[config.mk]
export PLATFORM = sky130hd
export DESIGN_NAME = ctr_mic_encryptor
export DESIGN_NICKNAME = d
export VERILOG_FILES = /design/src/rtl/ctr_mic_pkg.sv /design/src/rtl/ctr_counter_reg.sv /design/src/rtl/ctr_cipher_port.sv /design/src/rtl/ctr_out_stage.sv /design/src/rtl/ctr_mic_encryptor.sv
export SDC_FILE = /design/constraint.sdc
export NUM_CORES = 1
export LEC_CHECK = 0
export BUFFER_PORTS_ARGS = -buffer_cell sky130_fd_sc_hd__buf_2
export CORE_AREA = 4 4 280 282
export CTS_CLUSTER_SIZE = 20
export DETAILED_ROUTE_END_ITERATION = 12
export DIE_AREA = 0 0 284 286
export SLEW_MARGIN = 20
export SYNTH_ARGS = -nofsm -noshare
export SYNTH_HDL_FRONTEND = slang
export SYNTH_SLANG_ARGS = --single-unit
[constraint.sdc]
create_clock -name clk -period 1.77 [get_ports clk]
set_input_delay 0.2655 -clock clk [delete_from_list [all_inputs] [get_ports clk]]
set_output_delay 0.2655 -clock clk [all_outputs]
set_load 0.01 [all_outputs]
[src/rtl/ctr_mic_pkg.sv]
package ctr_mic_pkg;
  localparam int BLK_W = 128;
  localparam int MIC_W = 64;
  localparam int BYTES = BLK_W / 8;
  localparam int NB_W  = $clog2(BYTES) + 1;

  typedef logic [BLK_W-1:0] blk_t;
  typedef logic [MIC_W-1:0] mic_t;
  typedef logic [NB_W-1:0]  nb_t;

  typedef enum logic [1:0] {T_IDLE, T_KS, T_PL, T_OUT} top_st_e;
  typedef enum logic [1:0] {P_IDLE, P_REQ, P_WAIT} port_st_e;

  // Step the counter field (low 'bits' bits), carry out of the field is dropped.
  function automatic blk_t ctr_step(blk_t b, int unsigned bits);
    blk_t m;
    m = '1;
    m = m >> (BLK_W - bits);
    return (b & ~m) | (blk_t'(b + blk_t'(1)) & m);
  endfunction

  // Mask with all-ones bytes for positions below nb; byte 0 is the top byte.
  function automatic blk_t keep_mask(nb_t nb);
    blk_t m;
    m = '0;
    for (int k = 0; k < BYTES; k++) begin
      if (k < int'(nb)) m[BLK_W-1-8*k -: 8] = 8'hFF;
    end
    return m;
  endfunction

  function automatic nb_t norm_nbytes(logic last, nb_t nb);
    if (!last || nb == '0 || int'(nb) > BYTES) return nb_t'(BYTES);
    return nb;
  endfunction

  function automatic mic_t mic_mask(mic_t t, blk_t s);
    return t ^ s[BLK_W-1 -: MIC_W];
  endfunction
endpackage

[src/rtl/ctr_counter_reg.sv]
module ctr_counter_reg
  import ctr_mic_pkg::*;
#(
  parameter int CTR_BITS = 16
) (
  input  logic clk,
  input  logic rst_n,
  input  logic load,
  input  blk_t load_val,
  input  logic step,
  output blk_t ctr,
  output blk_t ctr_next
);
  blk_t ctr_q;

  always_comb begin
    if (load)      ctr_next = load_val;
    else if (step) ctr_next = ctr_step(ctr_q, CTR_BITS);
    else           ctr_next = ctr_q;
  end

  always_ff @(posedge clk) begin
    if (!rst_n) ctr_q <= '0;
    else        ctr_q <= ctr_next;
  end

  assign ctr = ctr_q;

  assert_ctr_upper_fixed_R4: assert property (@(posedge clk) disable iff (!rst_n)
    (step && !load) |=> ctr[BLK_W-1:CTR_BITS] == $past(ctr[BLK_W-1:CTR_BITS]));

  assert_ctr_field_inc_R4: assert property (@(posedge clk) disable iff (!rst_n)
    (step && !load) |=> ctr[CTR_BITS-1:0] == CTR_BITS'($past(ctr[CTR_BITS-1:0]) + 1'b1));
endmodule

[src/rtl/ctr_cipher_port.sv]
module ctr_cipher_port
  import ctr_mic_pkg::*;
(
  input  logic clk,
  input  logic rst_n,
  input  logic issue,
  input  blk_t issue_blk,
  output logic idle,
  output logic req_valid,
  input  logic req_ready,
  output blk_t req_block,
  input  logic rsp_valid,
  input  blk_t rsp_block,
  output logic ks_fire,
  output blk_t ks
);
  port_st_e st_q;
  blk_t     req_q;
  blk_t     ks_q;
  logic     fire_q;
  logic     req_fire;
  logic     rsp_take;

  assign idle      = (st_q == P_IDLE);
  assign req_valid = (st_q == P_REQ);
  assign req_block = req_q;
  assign req_fire  = req_valid && req_ready;
  assign rsp_take  = (st_q == P_WAIT) && rsp_valid;

  always_ff @(posedge clk) begin
    if (!rst_n) begin
      st_q   <= P_IDLE;
      req_q  <= '0;
      ks_q   <= '0;
      fire_q <= 1'b0;
    end else begin
      fire_q <= rsp_take;
      case (st_q)
        P_IDLE: if (issue) begin
          req_q <= issue_blk;
          st_q  <= P_REQ;
        end
        P_REQ: if (req_fire) st_q <= P_WAIT;
        P_WAIT: if (rsp_take) begin
          ks_q <= rsp_block;
          st_q <= P_IDLE;
        end
        default: st_q <= P_IDLE;
      endcase
    end
  end

  assign ks_fire = fire_q;
  assign ks      = ks_q;

  assert_issue_when_idle_R7: assert property (@(posedge clk) disable iff (!rst_n)
    issue |-> idle);

  assert_req_hold_R9: assert property (@(posedge clk) disable iff (!rst_n)
    (req_valid && !req_ready) |=> (req_valid && $stable(req_block)));

  assert_ks_after_rsp_R7: assert property (@(posedge clk) disable iff (!rst_n)
    ks_fire |-> $past(rsp_valid));
endmodule

[src/rtl/ctr_out_stage.sv]
module ctr_out_stage
  import ctr_mic_pkg::*;
(
  input  logic clk,
  input  logic rst_n,
  input  logic load,
  input  blk_t d_data,
  input  logic d_mic,
  input  logic d_last,
  input  nb_t  d_nb,
  output logic out_valid,
  input  logic out_ready,
  output blk_t out_data,
  output logic out_is_mic,
  output logic out_last,
  output nb_t  out_nbytes,
  output logic fire
);
  logic v_q, mic_q, last_q;
  blk_t data_q;
  nb_t  nb_q;

  assign fire = v_q && out_ready;

  always_ff @(posedge clk) begin
    if (!rst_n) begin
      v_q    <= 1'b0;
      data_q <= '0;
      mic_q  <= 1'b0;
      last_q <= 1'b0;
      nb_q   <= '0;
    end else if (load) begin
      v_q    <= 1'b1;
      data_q <= d_data;
      mic_q  <= d_mic;
      last_q <= d_last;
      nb_q   <= d_nb;
    end else if (fire) begin
      v_q <= 1'b0;
    end
  end

  assign out_valid  = v_q;
  assign out_data   = data_q;
  assign out_is_mic = mic_q;
  assign out_last   = last_q;
  assign out_nbytes = nb_q;

  assert_no_load_over_R9: assert property (@(posedge clk) disable iff (!rst_n)
    load |-> !out_valid);

  assert_out_hold_R9: assert property (@(posedge clk) disable iff (!rst_n)
    (out_valid && !out_ready) |=> (out_valid && $stable(out_data) &&
      $stable(out_is_mic) && $stable(out_last) && $stable(out_nbytes)));

  assert_mic_upper_zero_R3: assert property (@(posedge clk) disable iff (!rst_n)
    (out_valid && out_is_mic) |-> (out_data[BLK_W-1:MIC_W] == '0 && !out_last));
endmodule

[src/rtl/ctr_mic_encryptor.sv]
module ctr_mic_encryptor
  import ctr_mic_pkg::*;
#(
  parameter int CTR_BITS = 16
) (
  input  logic              clk,
  input  logic              rst_n,
  input  logic              start_valid,
  output logic              start_ready,
  input  logic [BLK_W-1:0]  start_ctr,
  input  logic [MIC_W-1:0]  start_mic,
  input  logic              pl_valid,
  output logic              pl_ready,
  input  logic [BLK_W-1:0]  pl_data,
  input  logic              pl_last,
  input  logic [NB_W-1:0]   pl_nbytes,
  output logic              ciph_req_valid,
  input  logic              ciph_req_ready,
  output logic [BLK_W-1:0]  ciph_req_block,
  input  logic              ciph_rsp_valid,
  input  logic [BLK_W-1:0]  ciph_rsp_block,
  output logic              out_valid,
  input  logic              out_ready,
  output logic [BLK_W-1:0]  out_data,
  output logic              out_is_mic,
  output logic              out_last,
  output logic [NB_W-1:0]   out_nbytes,
  output logic              done
);
  localparam nb_t MIC_NB = nb_t'(MIC_W / 8);

  top_st_e st_q;
  mic_t    mic_q;
  logic    mic_phase_q;
  logic    done_q;

  logic start_fire, pl_fire, out_fire;
  logic ctr_load, ctr_adv, issue;
  logic port_idle, ks_fire;
  logic ld_out, ld_mic, ld_last;
  blk_t ctr_cur, ctr_nxt, ks, ld_data;
  nb_t  nb_eff, ld_nb;

  assign start_ready = (st_q == T_IDLE);
  assign pl_ready    = (st_q == T_PL);
  assign start_fire  = start_valid && start_ready;
  assign pl_fire     = pl_valid && pl_ready;

  // Event wires
  assign ctr_load = start_fire;
  assign ctr_adv  = (st_q == T_OUT) && out_fire && !out_last;
  assign issue    = ctr_load || ctr_adv;

  ctr_counter_reg #(.CTR_BITS(CTR_BITS)) u_ctr (
    .clk(clk), .rst_n(rst_n), .load(ctr_load), .load_val(start_ctr),
    .step(ctr_adv), .ctr(ctr_cur), .ctr_next(ctr_nxt)
  );

  ctr_cipher_port u_port (
    .clk(clk), .rst_n(rst_n), .issue(issue), .issue_blk(ctr_nxt),
    .idle(port_idle), .req_valid(ciph_req_valid), .req_ready(ciph_req_ready),
    .req_block(ciph_req_block), .rsp_valid(ciph_rsp_valid),
    .rsp_block(ciph_rsp_block), .ks_fire(ks_fire), .ks(ks)
  );

  // Output item formation
  assign nb_eff = norm_nbytes(pl_last, pl_nbytes);
  assign ld_mic = (st_q == T_KS) && ks_fire && mic_phase_q;
  assign ld_out = ld_mic || pl_fire;
  assign ld_last = !ld_mic && pl_last;
  assign ld_nb   = ld_mic ? MIC_NB : nb_eff;

  always_comb begin
    if (ld_mic) ld_data = {{(BLK_W-MIC_W){1'b0}}, mic_mask(mic_q, ks)};
    else        ld_data = (pl_data ^ ks) & keep_mask(nb_eff);
  end

  ctr_out_stage u_out (
    .clk(clk), .rst_n(rst_n), .load(ld_out), .d_data(ld_data),
    .d_mic(ld_mic), .d_last(ld_last), .d_nb(ld_nb),
    .out_valid(out_valid), .out_ready(out_ready), .out_data(out_data),
    .out_is_mic(out_is_mic), .out_last(out_last), .out_nbytes(out_nbytes),
    .fire(out_fire)
  );

  always_ff @(posedge clk) begin
    if (!rst_n) begin
      st_q        <= T_IDLE;
      mic_q       <= '0;
      mic_phase_q <= 1'b0;
      done_q      <= 1'b0;
    end else begin
      done_q <= 1'b0;
      case (st_q)
        T_IDLE: if (start_fire) begin
          mic_q       <= start_mic;
          mic_phase_q <= 1'b1;
          st_q        <= T_KS;
        end
        T_KS: if (ks_fire) st_q <= mic_phase_q ? T_OUT : T_PL;
        T_PL: if (pl_fire) st_q <= T_OUT;
        T_OUT: if (out_fire) begin
          mic_phase_q <= 1'b0;
          if (out_last) begin
            done_q <= 1'b1;
            st_q   <= T_IDLE;
          end else begin
            st_q <= T_KS;
          end
        end
        default: st_q <= T_IDLE;
      endcase
    end
  end

  assign done = done_q;

  assert_done_after_last_R8: assert property (@(posedge clk) disable iff (!rst_n)
    done |-> $past(out_fire && out_last));

  assert_one_block_in_flight_R7: assert property (@(posedge clk) disable iff (!rst_n)
    pl_ready |-> (!out_valid && port_idle));

  assert_busy_no_start_R10: assert property (@(posedge clk) disable iff (!rst_n)
    (start_fire) |=> !start_ready);

  assert_first_req_a0_R2: assert property (@(posedge clk) disable iff (!rst_n)
    start_fire |=> (ctr_cur == $past(start_ctr)));

  assert_partial_zero_R6: assert property (@(posedge clk) disable iff (!rst_n)
    (out_valid && out_last) |-> ((out_data & ~keep_mask(out_nbytes)) == '0));
endmodule

Yosys cells after proc, flatten, opt, wreduce, memory -nomap -nowiden
Cells that the tools add are included.
- $add $sub $neg: 1
- order comparisons: 17
- eq/ne operators: 12
- mux-type cells: 55
- bitwise gates (word level): 4
- reductions and logical operators: 29
- operators with widths (operator ; count):
    $mux W128 ; 3
    $mux W8 ; 32
    $and A128 B128 Y128 ; 1
    $or A128 B16 Y128 ; 1
    $xor A128 B128 Y128 ; 1
    $xor A64 B64 Y64 ; 1
    $lt A4 B5 Y1 const A ; 8
    $lt A3 B5 Y1 const A ; 4
    $add A16 B1 Y16 const B ; 1
    $mux W5 ; 3
    $mux W2 ; 7
    $logic_and A1 B1 Y1 ; 10
    $lt A1 B5 Y1 const A ; 2
    $lt A2 B5 Y1 const A ; 2
    $reduce_and A3 Y1 ; 3
    $ne A2 B1 Y1 const B ; 4
    $pmux W2 S4 ; 1
    $mux W1 ; 7
    $eq A2 B2 Y1 const B ; 3
    $ne A2 B2 Y1 const B ; 3
    $pmux W2 S3 ; 1
    $reduce_and A2 Y1 ; 3
    $gt A5 B5 Y1 const B ; 1
    $logic_not A5 Y1 ; 1
    other kinds (7) ; 15
- register bits after elaboration: 591
- output and inout port bits: 268
- word-level logic and storage cells: 132

Logic depth before layout (Yosys ltp)
Gate-level depths: netlist of the first run.
- depth in word-level cells: 10
- gate-level depth with buffers: 9
- depth with buffers taken out: 7

Hierarchy
Synthesis of the first run repeated with hierarchy kept, for this count alone.
- cells, all modules: 2806
- area total of the unflattened synthesis: 26183.9 sq um
- modules (own cells, without submodules) (module ; instances ; cells each ; area each (sq um) ; seq. area each (sq um)):
    ctr_cipher_port ; 1 ; 1125 ; 10222.3 ; 5185.0
    ctr_mic_encryptor ; 1 ; 757 ; 5516.5 ; 1361.3
    ctr_counter_reg ; 1 ; 485 ; 5318.9 ; 2562.5
    ctr_out_stage ; 1 ; 439 ; 5126.2 ; 2722.6

Worst setup path before layout of the first run
Ideal clock, no wire load.
- path kind: reg-to-reg
- start point: register st_q[0]
- end point: register u_out.data_q[56], in the netlist u_out.out_data[56]
- arrival time: 1851 ps
- required time: 1684 ps
- slack: -167 ps
- stages on the path, launching flop included: 8
- path buffers: 2
- period minus slack after synthesis: 1937 ps
- path through: dfxtp_1 > inv_1 > ha_1 > nand2_1 > buf_2 > clkbuf_1 > a221oi_1 > a211oi_1
- elaborated cells between the ends (all ways): 7
- classes of those cells: eq/ne (2); mux (1); reduce/logical (4)
- RTL lines (item ; RTL line ; text):
    from (decl) ; ctr_mic_encryptor.sv:32 ; top_st_e st_q;
    from (signal assigned) ; ctr_mic_encryptor.sv:100 ; T_KS: if (ks_fire) st_q <= mic_phase_q ? T_OUT : T_PL;
    $eq A2 B2 Y1 ; ctr_mic_encryptor.sv:45 ; assign pl_ready = (st_q == T_PL);
    named net pl_ready ; ctr_mic_encryptor.sv:13 ; output logic pl_ready,
    $logic_and A1 B1 Y1 ; ctr_mic_encryptor.sv:47 ; assign pl_fire = pl_valid && pl_ready;
    $logic_or A1 B1 Y1 ; ctr_mic_encryptor.sv:69 ; assign ld_out = ld_mic || pl_fire;
    to (signal assigned) ; ctr_out_stage.sv:34 ; data_q <= d_data;
    to (decl) ; ctr_out_stage.sv:20 ; blk_t data_q;
The timed path passes the listed nets, and every way through them passes these cells.
A chain may end at the register's enable or synchronous reset.

Worst setup path in the final report of the first run
- start point: register st_q[0]
- end point: register u_port.req_q[25], in the netlist u_port.req_block[25]
- cells in the longest elaborated chain, start to end: 5
- elaborated cells between the ends (all ways): 9
- classes of those cells: eq/ne (1); mux (2); reduce/logical (6)
- ends and longest elaborated chain (item ; RTL line ; text):
    $eq A2 B2 Y1 ; ctr_mic_encryptor.sv:51 ; assign ctr_adv = (st_q == T_OUT) && out_fire && !out_last;
    $logic_and A1 B1 Y1 (2 in series) ; ctr_mic_encryptor.sv:51 ;
    $mux W128 or $logic_or A1 B1 Y1 (tied branches) ; ctr_counter_reg.sv:18, ctr_mic_encryptor.sv:52 ;
    $mux W128 or $reduce_and A2 Y1 (tied branches) ; - ;
    to (signal assigned) ; ctr_cipher_port.sv:40 ; req_q <= issue_blk;
    to (decl) ; ctr_cipher_port.sv:18 ; blk_t req_q;
Several ways; a longest one is shown, not always the timed one.

==> results by group, run 1 <==
Status
  – Status: finished with violations
  – Failing checks: setup timing

Floorplanning
  – Die Height: 286 um
  – Starting Density: 0.304
  – Cell Rows: 101
  – Ports: 729
  – CORE AREA: between 0.07 and 0.08 sq mm
  – Die area: 0.0812 sq mm
  – Width of the die: 284 um

Worst setup path
  – WP buf/inv: 4
  – Stages on worst setup path: 9
  – Critical Path RT: 2.27 ns
  – Reg2Reg Depth: 9
  – Critical path endpoint category: flip-flop
  – Largest stage delay on the critical path: ~0.38 ns
  – CP Launch Point: st_q[0]
  – Highest-delay cell along the critical path: dfxtp_4
  – CP endpoint: u_port.req_block[25]
  – CP max FO: 7
  – Crit path max-delay family: buffers and inverters
  – RR Startpoint: st_q[0]
  – CP arrival: 2.34 ns
  – CP Launch Type: flip-flop
  – CP Class: flip-flop to flip-flop
  – R2R Path End: u_port.req_block[25]
  – CP cell instances: ha_4 > nand4b_4 > buf_6 > a21boi_4 > buf_12 > buf_16 > clkbuf_16 > nor2_2 > a211oi_2
  – Flop2flop setup slack: -0.08 ns

Routing
  – Post-route ant nets: 0
  – First drt pass iteration count: 5
  – Drt wl/cell: 20.5 um
  – Drt first-iter violations: 1,189
  – Via count: 23,000
  – Drc violations: 0
  – Routed wire length: 96.5 mm
  – Vias per cell: 4.88

Clock tree
  – Clock Path Buffers: 3
  – CTS Sinks: 591
  – CTS tree: built
  – Clock slew at reported path FFs: roughly 0.06 ns
  – CTS buffer count: 69
  – Worst skew pair latency: between 0.5 and 0.6 ns
  – H-tree depth: 3
  – Clock root cell: clkbuf_16

Synth
  – Register bit total from synthesis: 591
  – Distinct cells, synth: 54
  – Cells after Synth: 2,499
  – Synth warnings: 0
  – Syn Area/Cell: 9.20 sq um
  – Post-synthesis sequential area ratio: 0.515
  – Async SR Flop Fraction: 0
  – Syn Nets: 2,965
  – EDFF count, synth: 0
  – Mapped Area: around 0.023 sq mm
  – Top_reg_cell synth: dfxtp_1

STA
  – Rel. slew slack: 0.558
  – # setup viols final: 55
  – Unrepaired setup endpoints after global routing: yes
  – Final Hold Viols: 0
  – Final min period: ~1.8 ns
  – Max-slew violation count: 0
  – Slew of the pin with the lowest slew margin: 0.658 ns
  – Setup ws final: -0.0769 ns
  – Fin crit share: 1.04
  – Setup Skew: 0.0264 ns
  – Max Freq: about 0.54 GHz
  – Setup TNS Final: -1.62 ns

Pwr
  – Clock share of power: 0.298
  – VDD IR-drop max: between 0.0009 and 0.001 V
  – Combinational share of power: 0.349
  – PD cells: 1260 mW/mm^2
  – Switching share of total power: 0.330
  – P_leak: 0.0156 uW
  – Sw Pwr: 15,700 uW
  – Cell-internal power: 31,900 uW
  – Sequential Power Share: 0.353
  – Total power: 47,600 uW

Place
  – PortBufs: 728
  – Placed inst area: 0.0290 sq mm
  – DP Wirelength: 64.5 mm
  – Routability cong.: 0.867

Cells and area
  – Final net count: 4,145
  – Share of cells above drive strength 1: 0.381
  – Multi-input logic area: 0.0119 sq mm
  – FF+latch area: between 0.01 and 0.015 sq mm
  – Design Area, Final: roughly 0.038 sq mm
  – Synth-to-Final Area Change: 63.7%
  – Fill cells: 6,726

Global routing
  – Vias in the first global route: 22,700
  – Initial antenna violation count: 18
  – First-pass GRT wire length: 136 mm
  – GRT Util Overall: 0.212
  – Overflow after GRT: 0
  – Pin count of the biggest net entering global routing: 92

Worst hold path
  – Hold/Removal Path Class: input pin to flip-flop
  – WHS Path Cells: 4

Run
  – Max-Cap Viols: 0
-- through the flow --
| step | hold slack (ns) | worst slack [ns] | utilization | std cells |
|---|---|---|---|---|
| after detailed placement | 0.439 | -0.244 | 0.383 | 4175 |
| after global placement | 0.429 | -0.203 | 0.383 | 4175 |
| after CTS | 0.00100 | -0.0753 | 0.467 | 4648 |
| after floorplan | 0.401 | -0.0442 | - | 2499 |
| after global routing | 0.0287 | -0.144 | 0.497 | 4709 |
| final | 0.0408 | -0.0769 | 0.497 | 4713 |
-- tightest hold or removal path, cell delays in order --
cell,delay [ns]
buf_2,0.08
xor2_1,0.06
a22oi_2,0.13
nor2_1,0.05
-- metal layers --
layer  part of all wire  GRT usage
met1               0.40      0.253
met2               0.50      0.377
met3              0.075     0.0585
met4              0.029     0.0578
met5            0.00086          0
-- timing repair --
action / CTS / global route
buffers inserted: 17 / 40
hold buffers: 328 / 0
setup endpoints to repair: 262 / 282
pin swaps: 67 / 103
cloned: 9 / 23
hold endpoints to repair: 335 / 0
gates resized for setup: 88 / 320
-- cell families (layout without fill, tap and decap cells) --
| group | after synthesis | count (layout) | share of synthesized area |
|---|---|---|---|
| compound gates | 583 | 583 | 0.180 |
| xor+xnor | 206 | 206 | 0.0785 |
| fa+ha+maj | 5 | 5 | 0.00272 |
| buf+inv | 197 | 1424 | 0.0353 |
| flops | 591 | 591 | 0.515 |
| mux | 116 | 116 | 0.0505 |
| other cells | 0 | 8 | 0 |
| simple gates | 801 | 802 | 0.139 |
-- power groups by stage --
| stage | combinational [uW] | sequential (uW) | clock, uW |
|---|---|---|---|
| 5_1_grt | 17700 | 17000 | 15000 |
| 3_5_place_dp | 11900 | 16800 | 0 |
| 6_report | 16600 | 16800 | 14200 |
| 3_3_place_gp | 11800 | 16800 | 0 |
| 4_1_cts | 13800 | 16600 | 14500 |
| 2_1_floorplan | 5970 | 17200 | 0 |
-- placed cells by master, fill, tap and decap left out, types with 37 or more instances in the layout --
cell type,instances
a221oi_2,37
clkbuf_16,92
xor2_1,109
mux2i_1,95
a211oi_2,121
nor2_1,240
a211oi_1,66
dlygate4sd3_1,328
buf_4,107
nor2_2,43
a21oi_1,216
dfxtp_1,588
xnor2_1,96
buf_12,71
buf_2,726
nand2_1,418
-- sequential cells by signal, summed over array words and instances, names as in the netlist, 2 cells and up --
name and flops:
st_q 2, u_out.out_nbytes 5, u_port.req_block 128, mic_q 64, u_port.ks 128, u_ctr.ctr 128
u_port.st_q 2, u_out.out_data 128
-- cell usage after synthesis, types with 3 or more instances --
library cell / n / share of area
nand2b_1: 4 / 0.0011
nor2b_1: 3 / 0.00082
nor2_1: 308 / 0.050
a21o_1: 3 / 0.00098
nor4_1: 6 / 0.0016
a31oi_1: 6 / 0.0016
and2_1: 8 / 0.0022
ha_1: 5 / 0.0027
and3_1: 6 / 0.0016
o221ai_1: 4 / 0.0015
mux2i_1: 116 / 0.051
a21oi_2: 6 / 0.0023
a22oi_1: 49 / 0.016
a221oi_2: 24 / 0.016
nand4_1: 5 / 0.0014
a21oi_1: 218 / 0.047
nor3_1: 10 / 0.0022
clkbuf_1: 125 / 0.020
inv_1: 10 / 0.0016
xor2_1: 110 / 0.042
a211oi_1: 163 / 0.053
a21oi_4: 3 / 0.0021
buf_2: 48 / 0.010
nand3_1: 17 / 0.0037
a221oi_1: 32 / 0.012
a211oi_2: 24 / 0.013
nand2_1: 423 / 0.069
dfxtp_1: 591 / 0.51
buf_1: 12 / 0.0020
o21ai_0: 36 / 0.0078
a32o_1: 4 / 0.0017
xnor2_1: 96 / 0.037
-- how the worst min path moves through the flow --
stage,end,from
3_3_place_gp,u_out.out_data[90],u_out.out_data[90]
3_5_place_dp,u_out.out_data[92],u_out.out_data[92]
2_1_floorplan,mic_q[0],start_mic[0]
4_1_cts,u_out.out_data[79],pl_data[79]
5_1_grt,u_out.out_data[117],pl_data[117]
6_report,u_out.out_data[116],pl_data[116]
-- cell type report --
cell class	count	area share
Antenna cell	8	0.000532
Clock buffer	98	0.0536
Clock inverter	21	0.00595
Inverter	10	0.00120
Multi-Input combinational cell	1712	0.317
Sequential cell	591	0.315
Tap cell	978	0.0325
Timing Repair Buffer	1295	0.275
Note: power is estimated with default switching activity, not from simulation.
==> run 2, diff against run 1 <==
==> constraint.sdc (replaced) <==
create_clock -name clk -period 1.77 [get_ports clk]
set_input_delay 0.354 -clock clk [delete_from_list [all_inputs] [get_ports clk]]
set_output_delay 0.354 -clock clk [all_outputs]
set_load 0.01 [all_outputs]
==> run 2 against run 1 <==
Against the previous run:
- clock power about the same
- design area increased by 0.55%
- largest power group is now combinational logic
- combinational power increased by 8%
- clock skew increased by 0.0076 ns
- non-clock buffer count decreased by 73
- hold slack got worse by 0.0023 ns
- die area unchanged
- power increased by 3.4%
- flip-flop and latch count unchanged
- the run still ends with setup timing left
- highest routed layer unchanged
- register-to-register slack got worse by 0.095 ns
==> results by group, run 2 (synthesized netlist as in run 1, its figures left out) <==
Status
  – Status: finished with violations
  – Failing checks: setup timing

Routing
  – Drt first-iter violations: roughly 1,100
  – Post-route ant nets: 0
  – Vias per cell: ~5
  – First drt pass iteration count: 5
  – Routed wire length: around 97 mm
  – Drt wl/cell: 20.8 um
  – Via count: 22,700
  – Drc violations: 0

Worst setup path
  – Largest stage delay on the critical path: 0.37 ns
  – CP arrival: 2.45 ns
  – Crit path max-delay family: buffers and inverters
  – R2R Path End: u_port.req_block[100]
  – RR Startpoint: st_q[1]
  – CP Launch Type: flip-flop
  – Most used cell, CP: buf_12
  – Reg2Reg Depth: 10
  – Highest-delay cell along the critical path: dfxtp_4
  – CP cell instances: inv_2 > buf_6 > ha_4 > and2_4 > buf_12 > buf_12 > buf_12 > clkbuf_16 > mux2i_4 > a211oi_2
  – CP max FO: 8
  – WP buf/inv: 6
  – Critical Path RT: 2.28 ns
  – CP Class: flip-flop to flip-flop
  – Flop2flop setup slack: -0.17 ns
  – Critical path endpoint category: flip-flop

STA
  – Rel. slew slack: 0.565
  – # setup viols final: 242
  – Final Hold Viols: 0
  – Final min period: between 1.5 and 2 ns
  – Fin crit share: 1.10
  – Max Freq: 0.515 GHz
  – Unrepaired setup endpoints after global routing: yes
  – Slew of the pin with the lowest slew margin: 0.647 ns
  – Fin Hold WS: 0.0385 ns
  – Setup ws final: -0.172 ns
  – Max-slew violation count: 0
  – Setup Skew: 0.0340 ns

Pwr
  – PD cells: 1300 mW/mm^2
  – VDD IR-drop max: between 0.001 and 0.0015 V
  – Total power: approximately 50,000 uW
  – P_leak: ~0.016 uW

Global routing
  – Vias in the first global route: around 22,000
  – Pin count of the biggest net entering global routing: 66
  – Initial antenna violation count: 29
  – First-pass GRT wire length: ~140 mm
  – Overflow after GRT: 0
  – GRT Util Overall: 0.215

Clock tree
  – Clock Path Buffers: 3
  – CTS buffer count: 68
  – Worst skew pair latency: 0.59 ns
  – Clock root cell: clkbuf_16
  – CTS tree: built
  – H-tree depth: 3
  – Clock slew at reported path FFs: 0.06 ns
  – CTS Sinks: 591

Worst hold path
  – Hold_sp: start_ctr[76]
  – WHS Path Cells: 3
  – Worst hold endpoint: u_ctr.ctr[76]
  – Hold/Removal Path Class: input pin to flip-flop

Place
  – Routability cong.: 0.874
  – DP Wirelength: 64.5 mm
  – Placed inst area: 0.0292 sq mm
  – Pre-CTS setup slack: -0.479 ns
  – PortBufs: 728

Floorplanning
  – CORE AREA: 0.0757 sq mm
  – Ports: around 730
  – Die Height: 286 um
  – Cell Rows: 101
  – Width of the die: 284 um
  – Starting Density: 0.304
  – Die area: 0.0812 sq mm

Cells and area
  – Fill cells: about 6,800
  – Share of cells above drive strength 1: 0.419
  – Commonest non-fill, non-tap cell in the layout: buf_2
  – Most frequent cells in the layout: buf_2 (725), dfxtp_1 (587), nand2_1 (394)
  – Design Area, Final: between 0.03 and 0.04 sq mm
  – Final net count: slightly above 4,000
  – Synth-to-Final Area Change: 64.6%

Run
  – Max-Cap Viols: 0
run 2: area by class of cell:
type	count	area [sq um]	area share
diodes	14	35.0	0.000926
clock buffers	100	2030	0.0538
clock inverters	21	285	0.00754
inverters	10	47.5	0.00126
multi-input cells	1711	12400	0.329
flip-flops and latches	591	11800	0.313
well taps	978	1220	0.0323
repair buffers	1222	9940	0.263
run 2: worst reg2reg max path, cell delays in order (launching register included):
cell       delay [ns]
dfxtp_4          0.37
inv_2            0.05
buf_6            0.11
ha_4             0.16
and2_4           0.22
buf_12           0.15
buf_12           0.13
buf_12           0.12
clkbuf_16        0.16
mux2i_4          0.19
a211oi_2         0.20
run 2: per-stage QoR:
stage           util  setup TNS, ns  instances
2_1_floorplan      -          -2.66       2499
3_3_place_gp   0.386         -46.07       4181
3_5_place_dp   0.386         -48.75       4181
4_1_cts        0.468         -11.91       4577
5_1_grt        0.500         -32.20       4639
6_report       0.500         -11.77       4647
run 2: worst max-delay path by stage:
| stage | from | depth (start not counted) | to |
|---|---|---|---|
| floorplan | st_q[0] | 8 | u_port.req_block[42] |
| detailed placement | pl_last | 7 | u_out.out_data[20] |
| CTS | st_q[0] | 11 | u_port.req_block[36] |
| finish | st_q[1] | 10 | u_port.req_block[100] |
| global placement | pl_last | 6 | u_out.out_data[30] |
| global route | st_q[1] | 10 | u_port.req_block[26] |
run 2: metal layers:
metal  share of wire  track usage  vias up
li1                -            -    10900
met1            0.40        0.252    10800
met2            0.48        0.366      816
met3           0.079       0.0672      203
met4           0.040       0.0864       22
met5          0.0015            0        -
run 2: where the power goes:
group	internal, uW	leakage [uW]	switching, uW	total (uW)
Clock	8740	0.00114	5770	14500
Sequential	15400	0.00482	1340	16800
Combinational	8970	0.00975	8900	17900
Total	33100	0.0157	16000	49200
run 2: what timing repair did:
item / in CTS / in global routing
setup buffers: 43 / 44
hold endpoints to repair: 217 / 0
pin swaps: 72 / 106
setup endpoints to repair: 269 / 334
cloned: 18 / 25
hold buffers: 217 / 0
resized for setup: 186 / 360
==> run 3, diff against run 2 <==
--- a/config.mk
+++ b/config.mk
@@ -5,11 +5,12 @@
 export SDC_FILE = /design/constraint.sdc
 export NUM_CORES = 1
 export LEC_CHECK = 0
+export ABC_AREA = 1
 export BUFFER_PORTS_ARGS = -buffer_cell sky130_fd_sc_hd__buf_2
-export CORE_AREA = 4 4 280 282
+export CORE_AREA = 4 4 283 285
 export CTS_CLUSTER_SIZE = 20
 export DETAILED_ROUTE_END_ITERATION = 12
-export DIE_AREA = 0 0 284 286
+export DIE_AREA = 0 0 287 289
 export SLEW_MARGIN = 20
 export SYNTH_ARGS = -nofsm -noshare
 export SYNTH_HDL_FRONTEND = slang
==> run 3 against run 2 <==
Against the previous run:
- critical path depth down 7
- worst setup slack gained 0.12 ns
- clock-buffer cell count is 3 lower
- global-route usage shrank 0.97 points
- sequential share of layout area grew 2.6 points
- final cell count rose by 5.6%
- highest routed layer unchanged
- die area rose by 2.1%
- clock skew rose by 0.0036 ns
- flip-flop and latch count did not move
- the flow still finishes with violations (setup timing)
==> results by group, run 3 <==
Synth
  – Count leader, synth: dfxtp_1
  – Post-synthesis sequential area ratio: 0.504
  – Commonest cells in the netlist: dfxtp_1 (591), nor2_1 (458), o21ai_0 (314)
  – Distinct cells, synth: 38
  – Cells after Synth: 2,829
  – Register bit total from synthesis: 591
  – Largest cells by area after synthesis: dfxtp_1 (50%), nor2_1 (7.3%), o21ai_0 (6.7%), a21oi_1 (6.5%), xor2_1 (5.0%)
  – Mapped Area: around 0.023 sq mm
  – EDFF count, synth: 0
  – Syn Area/Cell: between 8 and 9 sq um
  – Area leader, netlist: dfxtp_1
  – Synth warnings: 0
  – Async SR Flop Fraction: 0
  – Syn Nets: 3,295
  – Top_reg_cell synth: dfxtp_1
  – Post-synth top area share: 0.504

Cells and area
  – Commonest non-fill, non-tap cell in the layout: buf_2
  – Synth-to-Final Area Change: 48.8%
  – Final net count: 4,265
  – Share of cells above drive strength 1: 0.314
  – Most frequent cells in the layout: buf_2 (726), dfxtp_1 (589), nor2_1 (421)

Pwr
  – Total power: 45,800 uW
  – Sw Pwr: 15,300 uW
  – Switching share of total power: 0.334
  – VDD IR-drop max: 0.000743 V
  – P_leak: 0.0158 uW
  – PD cells: 1310 mW/mm^2
  – Clock share of power: 0.307
  – Sequential Power Share: 0.382
  – Combinational share of power: 0.310
  – Cell-internal power: 30,500 uW

STA
  – Setup ws final: -0.0491 ns
  – Rel. slew slack: 0.497
  – Max-slew violation count: 0
  – Fin Hold WS: 0.0340 ns
  – Final Hold Viols: 0
  – Setup TNS Final: -0.212 ns
  – Setup Skew: 0.0376 ns
  – Final min period: 1.82 ns
  – Slew of the pin with the lowest slew margin: 0.751 ns
  – Fin crit share: 1.03
  – # setup viols final: 14
  – Unrepaired setup endpoints after global routing: yes
  – Max Freq: 0.550 GHz

Floorplanning
  – Cell Rows: 102
  – Starting Density: 0.304
  – Ports: 729
  – Die Height: 289 um
  – Width of the die: 287 um
  – CORE AREA: 0.0773 sq mm
  – Die area: 0.0829 sq mm

Clock tree
  – CTS buffer count: between 60 and 70
  – Clock root cell: clkbuf_16
  – Clock slew at reported path FFs: 0.06 ns
  – H-tree depth: 3
  – CTS tree: built
  – Worst skew pair latency: 0.62 ns
  – CTS Sinks: 591
  – Clock Path Buffers: 3

Worst setup path
  – R2R Path End: u_port.req_block[2]
  – CP max FO: 4
  – CP arrival: 1.47 ns
  – Crit path max-delay family: flip-flops
  – Critical path endpoint category: output pin
  – Largest stage delay on the critical path: ~0.36 ns
  – Reg2Reg Depth: 10
  – CP Launch Type: flip-flop
  – CP Class: flip-flop to output pin
  – Flop2flop setup slack: -0.02 ns
  – Critical Path RT: roughly 1.4 ns
  – RR Startpoint: st_q[1]
  – WP buf/inv: 2
  – Highest-delay cell along the critical path: dfxtp_4
  – CP cell instances: inv_2 > ha_2 > buf_2

Routing
  – First drt pass iteration count: 5
  – Vias per cell: between 4 and 5
  – Routed wire length: 95.3 mm
  – Post-route ant nets: 0
  – Via count: approximately 23,000
  – Drt wl/cell: 19.4 um
  – Drt first-iter violations: about 1,500
  – Drc violations: 0

Global routing
  – Overflow after GRT: 0
  – First-pass GRT wire length: 131 mm
  – Pin count of the biggest net entering global routing: 58
  – GRT Util Overall: 0.205
  – Vias in the first global route: 22,000
  – Initial antenna violation count: 24

Status
  – Status: finished with violations
  – Failing checks: setup timing

Worst hold path
  – Worst hold endpoint: u_port.ks[85]
  – Hold_sp: ciph_rsp_block[85]
  – WHS Path Cells: 3
  – Hold/Removal Path Class: input pin to flip-flop

Run
  – Max-Cap Viols: 0

Place
  – Routability cong.: 0.877
  – PortBufs: 728
  – DP Wirelength: 65.9 mm
==> run 3: worst min-delay path, delay by kind of cell <==
kind | cells | cell delay, ns
compound gates | 2 | 0.17
buf+inv | 1 | 0.07
==> run 3: per-stage QoR <==
stage | instances | utilization | setup WS, ns | area (sq um)
2_1_floorplan | 2829 | - | 0.00989 | 23500
3_3_place_gp | 4567 | 0.382 | -0.109 | 29500
3_5_place_dp | 4567 | 0.382 | -0.146 | 29500
4_1_cts | 4856 | 0.436 | -0.0794 | 33700
5_1_grt | 4897 | 0.452 | -0.110 | 34900
6_report | 4905 | 0.452 | -0.0491 | 34900
==> run 3: layer usage <==
metal  vias up  track usage  part of all wire  routed length [um]
met3       184       0.0611             0.084                8000
met2       889        0.337              0.47               44700
li1      11500            -                 -                   -
met1     10800        0.254              0.41               39200
met5         -            0            0.0015                 146
met4        24       0.0796             0.034                3230
==> run 3: kinds of logic (layout without fill, tap and decap cells) <==
family,after synthesis,after routing,synth area share
other cells,0,18,0
xor+xnor,137,137,0.0511
mux,113,113,0.0481
compound gates,775,775,0.182
simple gates,821,821,0.146
buf+inv,387,1405,0.0663
flops,591,591,0.504
fa+ha+maj,5,5,0.00266
==> run 3: worst max-delay path by stage <==
| stage | from | endpoint | slack (ns) | depth (start not counted) |
|---|---|---|---|---|
| floorplan | st_q[0] | u_port.req_block[1] | 0.01 | 10 |
| global placement | st_q[1] | u_out.out_data[57] | -0.11 | 9 |
| detailed placement | st_q[1] | u_out.out_data[57] | -0.15 | 9 |
| CTS | st_q[0] | pl_ready | -0.08 | 5 |
| global route | st_q[1] | start_ready | -0.11 | 3 |
| finish | st_q[1] | start_ready | -0.05 | 3 |
==> run 3: timing repair <==
action | in CTS | in global routing
endpoints found under the setup margin | 156 | 281
pin swaps | 6 | 33
resized for setup | 42 | 181
setup buffers | 9 | 10
hold buffers | 156 | 0
cloned | 6 | 24
hold endpoints to repair | 156 | 0
==> run 3: final cells by class <==
type	instances	area, sq um
Clock buffer	97	1960
Tap cell	1040	1300
Antenna cell	18	45.0
Multi-Input combinational cell	1851	10700
Timing Repair Buffer	1091	7990
Sequential cell	591	11800
Timing Repair inverter	3	43.8
Inverter	193	785
Fill cell	7518	42400
Clock inverter	21	274
==> run 3: power by group through the flow <==
stage	clock network [uW]	registers [uW]	logic, uW
floorplan	0	18100	5880
global route	15000	17800	15500
finish	14100	17500	14200
CTS	14400	17400	12600
global placement	0	17600	11700
detailed placement	0	17700	11800
